**src/rtl/sync_tx_pkg.sv**
```systemverilog
package sync_tx_pkg;
  localparam int CHAR_W = 8;
  localparam logic [CHAR_W-1:0] SYN_CODE = 8'h16;

  typedef enum logic [1:0] {
    ST_IDLE = 2'd0,
    ST_PRE  = 2'd1,
    ST_RUN  = 2'd2
  } tx_state_t;
endpackage

```
**src/rtl/sync_tx_parity.sv**
```systemverilog
module sync_tx_parity #(
  parameter int W = 8
) (
  input  logic [W-1:0] raw_char,
  input  logic         ascii7_mode,
  input  logic         parity_odd,
  output logic [W-1:0] line_char
);
  logic par_bit;

  always_comb begin
    par_bit = (^raw_char[W-2:0]) ^ parity_odd;
    if (ascii7_mode) line_char = {par_bit, raw_char[W-2:0]};
    else             line_char = raw_char;
  end
endmodule

```
**src/rtl/sync_tx_shifter.sv**
```systemverilog
module sync_tx_shifter #(
  parameter int W = 8
) (
  input  logic         clk,
  input  logic         rst_n,
  input  logic         load,
  input  logic [W-1:0] load_char,
  input  logic         shift_en,
  input  logic         clear,
  output logic         ser_bit,
  output logic         last_bit
);
  localparam int CW = (W > 1) ? $clog2(W) : 1;
  localparam logic [CW-1:0] LAST_IDX = CW'(W - 1);

  logic [W-1:0]  sreg;
  logic [CW-1:0] cnt;

  always_ff @(posedge clk) begin
    if (!rst_n) begin
      sreg <= '1;
      cnt  <= '0;
    end else if (load) begin
      sreg <= load_char;
      cnt  <= '0;
    end else if (clear) begin
      sreg <= '1;
      cnt  <= '0;
    end else if (shift_en) begin
      sreg <= {1'b1, sreg[W-1:1]};
      cnt  <= cnt + 1'b1;
    end
  end

  assign ser_bit  = sreg[0];
  assign last_bit = (cnt == LAST_IDX);

  assert_load_zero_R4: assert property (@(posedge clk) disable iff (!rst_n)
    load |=> (cnt == '0));
endmodule

```
**src/rtl/sync_tx_seq.sv**
```systemverilog
module sync_tx_seq
  import sync_tx_pkg::*;
#(
  parameter int W       = 8,
  parameter int PRE_LEN = 7,
  parameter logic [W-1:0] SYN = 8'h16
) (
  input  logic         clk,
  input  logic         rst_n,
  input  logic         bit_en,
  input  logic         start,
  input  logic         stop,
  input  logic         in_valid,
  input  logic [W-1:0] in_data,
  input  logic         last_bit,
  input  logic         ascii7_mode,
  input  logic         parity_odd,
  input  logic [W-1:0] line_char,
  output logic [W-1:0] raw_char,
  output logic         load,
  output logic         shift_en,
  output logic         clear,
  output logic         in_ready,
  output logic         fill_pulse,
  output logic         preamble_busy,
  output logic         active
);
  localparam int PW = $clog2(PRE_LEN + 1);
  localparam logic [PW-1:0] PRE_MAX = PW'(PRE_LEN);

  tx_state_t     state;
  logic [PW-1:0] pre_cnt;
  logic          stop_pend;
  logic          boundary, start_go, stop_now, pre_more, take;

  always_comb begin
    boundary = bit_en && last_bit && (state != ST_IDLE);
    start_go = (state == ST_IDLE) && start;
    stop_now = boundary && (stop_pend || stop);
    pre_more = (state == ST_PRE) && (pre_cnt < PRE_MAX);
    in_ready = boundary && !stop_now && !pre_more;
    take     = in_ready && in_valid;
    fill_pulse = in_ready && !in_valid;
    load     = start_go || (boundary && !stop_now);
    clear    = stop_now;
    shift_en = bit_en && (state != ST_IDLE) && !last_bit;
    raw_char = take ? in_data : SYN;
  end

  always_ff @(posedge clk) begin
    if (!rst_n) begin
      state     <= ST_IDLE;
      pre_cnt   <= '0;
      stop_pend <= 1'b0;
    end else begin
      if (start_go) begin
        state   <= ST_PRE;
        pre_cnt <= PW'(1);
      end else if (boundary) begin
        if (stop_now) begin
          state   <= ST_IDLE;
          pre_cnt <= '0;
        end else if (pre_more) begin
          pre_cnt <= pre_cnt + 1'b1;
        end else begin
          state <= ST_RUN;
        end
      end

      if (stop_now || state == ST_IDLE) stop_pend <= 1'b0;
      else if (stop)                    stop_pend <= 1'b1;
    end
  end

  assign preamble_busy = (state == ST_PRE);
  assign active        = (state != ST_IDLE);

  assert_preamble_bound_R2: assert property (@(posedge clk) disable iff (!rst_n)
    preamble_busy |-> (pre_cnt != '0 && pre_cnt <= PRE_MAX));
  assert_ready_on_last_R5: assert property (@(posedge clk) disable iff (!rst_n)
    in_ready |-> (bit_en && last_bit));
  assert_fill_no_valid_R6: assert property (@(posedge clk) disable iff (!rst_n)
    fill_pulse |-> (!in_valid && line_char[W-2:0] == SYN[W-2:0]));
  assert_parity_R8: assert property (@(posedge clk) disable iff (!rst_n)
    (load && ascii7_mode) |-> ((^line_char) == parity_odd));
endmodule

```
**src/rtl/sync_tx_fill.sv**
```systemverilog
module sync_tx_fill
  import sync_tx_pkg::*;
#(
  parameter int W       = CHAR_W,
  parameter int PRE_LEN = 7,
  parameter logic [W-1:0] SYN = SYN_CODE
) (
  input  logic         clk,
  input  logic         rst_n,
  input  logic         bit_en,
  input  logic         start,
  input  logic         stop,
  input  logic         ascii7_mode,
  input  logic         parity_odd,
  input  logic         in_valid,
  input  logic [W-1:0] in_data,
  output logic         in_ready,
  output logic         line_out,
  output logic         preamble_busy,
  output logic         fill_pulse,
  output logic         active
);
  logic [W-1:0] raw_char, line_char;
  logic         load, shift_en, clear, last_bit, ser_bit;

  sync_tx_parity #(.W(W)) u_parity (
    .raw_char    (raw_char),
    .ascii7_mode (ascii7_mode),
    .parity_odd  (parity_odd),
    .line_char   (line_char)
  );

  sync_tx_seq #(.W(W), .PRE_LEN(PRE_LEN), .SYN(SYN)) u_seq (
    .clk           (clk),
    .rst_n         (rst_n),
    .bit_en        (bit_en),
    .start         (start),
    .stop          (stop),
    .in_valid      (in_valid),
    .in_data       (in_data),
    .last_bit      (last_bit),
    .ascii7_mode   (ascii7_mode),
    .parity_odd    (parity_odd),
    .line_char     (line_char),
    .raw_char      (raw_char),
    .load          (load),
    .shift_en      (shift_en),
    .clear         (clear),
    .in_ready      (in_ready),
    .fill_pulse    (fill_pulse),
    .preamble_busy (preamble_busy),
    .active        (active)
  );

  sync_tx_shifter #(.W(W)) u_shift (
    .clk       (clk),
    .rst_n     (rst_n),
    .load      (load),
    .load_char (line_char),
    .shift_en  (shift_en),
    .clear     (clear),
    .ser_bit   (ser_bit),
    .last_bit  (last_bit)
  );

  assign line_out = ser_bit;

  assert_idle_mark_R9: assert property (@(posedge clk) disable iff (!rst_n)
    (!active && !$past(start)) |-> line_out);
endmodule

```
**config.mk**
```make
export PLATFORM = sky130hd
export DESIGN_NAME = sync_tx_fill
export DESIGN_NICKNAME = d
export VERILOG_FILES = /design/src/rtl/sync_tx_pkg.sv /design/src/rtl/sync_tx_parity.sv /design/src/rtl/sync_tx_shifter.sv /design/src/rtl/sync_tx_seq.sv /design/src/rtl/sync_tx_fill.sv
export SDC_FILE = /design/constraint.sdc
export NUM_CORES = 1
export LEC_CHECK = 0
export BUFFER_PORTS_ARGS = -buffer_cell sky130_fd_sc_hd__buf_4
export CAP_MARGIN = 30
export CORE_MARGIN = 2
export CORE_UTILIZATION = 52
export DETAILED_ROUTE_END_ITERATION = 12
export PLACE_DENSITY = 0.77
export RECOVER_POWER = 25
export SYNTH_ARGS = -nofsm -noshare
export SYNTH_HDL_FRONTEND = slang
export SYNTH_SLANG_ARGS = --single-unit
export TNS_END_PERCENT = 30
```
**constraint.sdc**
```tcl
create_clock -name clk -period 3.62 [get_ports clk]
set_input_delay 0.362 -clock clk [delete_from_list [all_inputs] [get_ports clk]]
set_output_delay 0.362 -clock clk [all_outputs]
set_load 0.02 [all_outputs]
```
# [Yosys cells after proc, flatten, opt, wreduce, memory -nomap -nowiden]
# Index checks and enable logic that the tools add are counted.
[classes] reduce_logical=32 muxes=13 n_bitwise=2 magnitude_cmp=1 n_eq_ne=4 addsub=2
[op_table] operator="8-bit two-way mux" n=5
[op_table] operator="1-bit logical AND" n=11
[op_table] operator="2-bit AND reduction" n=4
[op_table] operator="7-bit XOR reduction" n=1
[op_table] operator="3-bit by 1-bit adder with 3-bit output (second input constant)" n=2
[op_table] operator="3-bit two-way mux" n=2
[op_table] operator="2-bit nonzero test" n=3
[op_table] operator="3-bit nonzero test" n=2
[op_table] operator="1-bit zero test" n=4
[op_table] operator="1-bit two-way mux" n=4
[op_table] operator="2-bit two-way mux" n=2
[op_table] operator="2-bit OR reduction" n=2
[op_table] operator="3-bit == test (second input constant)" n=1
[op_table] operator="1-bit logical OR" n=3
[op_table] operator="3-bit less-than comparator (second input constant)" n=1
[op_table] operator="3-bit by 1-bit inequality test with 1-bit output (second input constant)" n=1
[op_table] operator="3-bit OR reduction" n=1
[op_table] operator="2-bit by 1-bit == test with 1-bit output (second input constant)" n=1
[op_table] operator="2-bit zero test" n=1
[op_table] operator="2-bit by 1-bit inequality test with 1-bit output (second input constant)" n=1
[op_table] operator="1-bit inverter" n=1
[op_table] operator="1-bit bitwise XOR" n=1
[word_totals] inputBits=16 elab_cells=61 out_inout_bits=5 register_bits=17

# [Logic depth before layout (Yosys ltp)]
[logic_depth] word_depth=13 depth_mapped=7 ltp_nobuf=6

# [Hierarchy]
# A second synthesis with hierarchy kept.
[unflattened] cells_unflattened=127 area_unflattened_um2=1071.0
[by_module_without_submodules] module="sync_tx_shifter" cells_per_inst=57 n_inst=1 area_each_um2=533.0
[by_module_without_submodules] module="sync_tx_seq" cells_per_inst=54 n_inst=1 area_each_um2=415.4
[by_module_without_submodules] module="sync_tx_parity" cells_per_inst=16 n_inst=1 area_each_um2=122.6

# [Least setup slack after synthesis]
# Ideal clock, no wire load.
[synth_path] kind="reg-to-output" startpoint="register u_shift.cnt[0]" endpoint="output port fill_pulse" t_required_ns=3.258 path_stages_with_launch=6 slack_ns=1.737 arrival_ns=1.521 cell_sequence="dfxtp_1 -> ha_1 -> ha_1 -> o211a_1 -> and3_1 -> nor2b_1"
[synth_via] elab_chain_len=8
[synth_lines] element="from (decl)" line_no="sync_tx_shifter.sv:17" rtl="logic [CW-1:0] cnt;"
[synth_lines] element="from (signal assigned)" line_no="sync_tx_shifter.sv:31" rtl="cnt <= cnt + 1'b1;"
[synth_lines] element="3-bit == test *" line_no="sync_tx_shifter.sv:36" rtl="assign last_bit = (cnt == LAST_IDX);"
[synth_lines] element="1-bit logical AND * (2 in series)" line_no="sync_tx_seq.sv:37" rtl="boundary = bit_en && last_bit && (state != ST_IDLE);"
[synth_lines] element="1-bit logical AND" line_no="sync_tx_seq.sv:39" rtl="stop_now = boundary && (stop_pend || stop);"
[synth_lines] element="1-bit zero test" line_no="sync_tx_seq.sv:41" rtl="in_ready = boundary && !stop_now && !pre_more;"
[synth_lines] element="1-bit logical AND * (2 in series)" line_no="sync_tx_seq.sv:41"
[synth_lines] element="via in_ready" line_no="sync_tx_fill.sv:17" rtl="output logic in_ready,"
[synth_lines] element="1-bit logical AND *" line_no="sync_tx_seq.sv:43" rtl="fill_pulse = in_ready && !in_valid;"
[synth_lines] element="to (decl)" line_no="sync_tx_fill.sv:20" rtl="output logic fill_pulse,"
# The timed path passes the listed nets; every way through them passes the cells marked *.

# [Final worst setup path]
[layout_path] startpoint="register u_seq.state[0]" endpoint="output port fill_pulse"
[layout_via] elab_chain_len=7
[layout_lines] element="from (decl)" line_no="sync_tx_seq.sv:31" rtl="tx_state_t state;"
[layout_lines] element="from (signal assigned)" line_no="sync_tx_seq.sv:52" rtl="state <= ST_IDLE;"
[layout_lines] element="from (signal assigned)" line_no="sync_tx_seq.sv:57" rtl="state <= ST_PRE;"
[layout_lines] element="from (signal assigned)" line_no="sync_tx_seq.sv:61" rtl="state <= ST_IDLE;"
[layout_lines] element="2-bit nonzero test" line_no="sync_tx_seq.sv:37"
[layout_lines] element="1-bit logical AND" line_no="sync_tx_seq.sv:37"
[layout_lines] element="1-bit logical AND" line_no="sync_tx_seq.sv:39"
[layout_lines] element="1-bit zero test" line_no="sync_tx_seq.sv:41"
[layout_lines] element="1-bit logical AND" line_no="sync_tx_seq.sv:41"
[layout_lines] element="1-bit logical AND *" line_no="sync_tx_seq.sv:41"
[layout_lines] element="1-bit logical AND *" line_no="sync_tx_seq.sv:43"
# Mark *: on every way between the ends. The rest lies on a longest branch, timed or not.

==> results.toml <==
[run_status]
outcome = "complete, no violations"

[worst_setup_path]
r2r_start = "u_shift.cnt[0]"
crit_type = "flop to primary output"
worstSetupStartpointType = "flop"
startpoint = "u_seq.state[0]"
path_max_fanout = 9
arrival_ps = 1860
critPathCaptureType = "primary output"
cp.required_ps = 3260

[grt]
grt-busiest-layer = "met2"
grtUsageMet3_pct = 4.71
use_met2_pct = 31.4
antenna_found_initial = 0
grt_max_degree = 18
gr-usage-all-layers_pct = 20.1
grt_pass1_wl_mm = 3.16
use_met1_pct = 28.1
grt_pass1_vias = 758
grt_overflow = 0

[sta]
slew_violations = 0
tightest_slew_ps = 605
finalSetupViolCount = 0
timing.setup.tns_ps = 0
fin_worst_skew_ps = 7.05
fin_crit_ps = 2220
rsz0062_at_grt = "no"
post-route-period-util_pct = 61.4
finalHoldViolations = 0
slew_headroom_pct = 59.6
clock.fmax_ghz = 0.450

[clock_tree]
cts_resized = 0
ctsHtreeMaxLevel = 1
cts.path.max_buffers = 2
clock_sinks = 17
clockRootBuffer = "clkbuf_4"
clk_pin_slew_ps = 110
numCtsBuffers = 3
tritoncts = "yes"
clock_latency_ps = 290
ctsHoldBuffers = 0
post-cts-setup-buffers = 0

[route]
vias_per_cell = 5.69
ant_nets = 0
wire_per_inst_um = 12.4
drc = 0
drtPass1Iterations = 4
drtIter0Drc = 9
vias = 871
finalWirelength_mm = 1.90

[yosys]
syn_nets = 128
ys.flop_type = "dfxtp_1"
yosys-top-cells-area = "dfxtp_1 (36%), nand2_1 (5.1%), xnor3_1 (4.7%)"
yosysTopAreaCell = "dfxtp_1"
synth_top_area_share_pct = 35.9
synthCells = 109
async_flop_share_pct = 0
synth-edff-count = 0
synth_area_um2 = 948
yosysSeqAreaShare_pct = 35.9
yosysWarnings = 0
synth.avg_cell_area_um2 = 8.70
synth_cell_types = 35
synth-seq-cells = 17

[place]
portBuffers = 20
place_hpwl_mm = 1.48
placed_area_mm2 = 0.00109
globalplace.congestion = 0.805

[power_and_ir_drop]
power_density_mw_per_mm2 = 353
p_leak_nw = 0.512
vdd.ir_drop.worst_v = 0.000211

[die]
dieArea_mm2 = 0.00218
die_x_um = 46.7
die_y_um = 46.7
start_util_pct = 54.9
rows = 15
io_pins = 21
core_mm2 = 0.00173

[job]
cap_viol_max_count = 0

[layout]
final_layout_size_suffix_gt1_share_pct = 20.3
nFillCells = 162
finalInstanceArea_mm2 = 0.00112
area_delta_synth_final_pct = 17.8
fin_nets = 148
diodes = 0

[worst_hold_path]
min_path_type = "input port to flop"
hp-start = "rst_n"
==> where the power goes <==
group	internal (W)	leakage [nW]	switching, W
clock	0.0000411	0.0177	0.0000624
combinational	0.0000415	0.355	0.0000427
sequential	0.000199	0.140	0.00000732
total	0.000282	0.512	0.000112
==> sequential cells by signal (all words and copies together), names as in the netlist <==
name / flops
u_seq.pre_cnt: 3
u_seq.state: 2
u_seq.stop_pend: 1
u_shift.cnt: 3
u_shift.sreg: 8
==> metrics by stage <==
step	util (%)	setup slack (ps)	total power, W	hold slack [ps]	std cells
global placement	63.3	1780	0.000294	460	149
CTS	64.9	1450	0.000397	337	153
detailed placement	63.3	1720	0.000296	466	149
global route	64.7	1300	0.000414	336	153
floorplan	-	1740	0.000271	448	109
finish	64.7	1400	0.000394	341	153
==> Yosys cell counts, types with 3 or more instances <==
| master | count |
|---|---|
| a21oi_1 | 8 |
| and3_1 | 3 |
| dfxtp_1 | 17 |
| ha_1 | 3 |
| nand2_1 | 13 |
| nand3_1 | 4 |
| nor2_1 | 10 |
| o211ai_1 | 4 |
| o21ai_0 | 6 |
| o22ai_1 | 3 |
| o311ai_1 | 4 |
==> layout make-up <==
cell class,instances,area [um2],area share [%]
clock inverters,1,5.00,0.448
clock buffers,3,22.5,2.02
repair buffers,20,146,13.1
inverters,2,7.51,0.672
flip-flops and latches,17,340,30.5
well taps,25,31.3,2.80
multi-input cells,85,564,50.5
==> metal layers <==
layer	share of wire (%)	routed length (um)
met1	48	918
met2	48	911
met3	2.7	52
met4	1.1	21
met5	0	0
==> worst paths after layout <==
kind | to | slack, ps | cells after the start
worst min-delay path | u_shift.sreg[6] | 340 | 2
worst max register to register | u_shift.sreg[3] | 1690 | 6
worst min register to register | u_shift.sreg[0] | 490 | 2
worst max-delay path | fill_pulse | 1400 | 5
==> placed cells by master, fill, tap and decap left out, drive strengths merged, types with 2 or more instances in the layout <==
cell type,n
a21boi,3
o311ai,4
buf,19
ha,3
and3,3
clkbuf,4
dfxtp,17
inv,2
a31oi,2
xnor2,2
o22ai,3
xor2,2
nor2b,2
nand3,4
nand2,13
nor2,10
xnor3,2
and2,2
o211ai,4
or3b,2
a21oi,8
o21ai,6
==> kinds of logic (layout without fill, tap and decap cells) <==
family,count (synthesis),in the layout,share of synthesized area (%)
flip-flops,17,17,35.9
AND/OR/NAND/NOR,39,39,19.8
multiplexers,1,1,1.06
XOR/XNOR,6,6,8.44
buffers and inverters,7,26,4.62
adder cells (fa/ha/maj),3,3,3.96
AO/OA/AOI/OAI,36,36,26.3
==> critical path, stage by stage, from the launching register on <==
cell and delay (ps):
dfxtp_1 430, nor2b_1 540, nand2_1 130, and3_1 190
nor2b_1 130, buf_4 150
(Power assumes the default switching activity.)
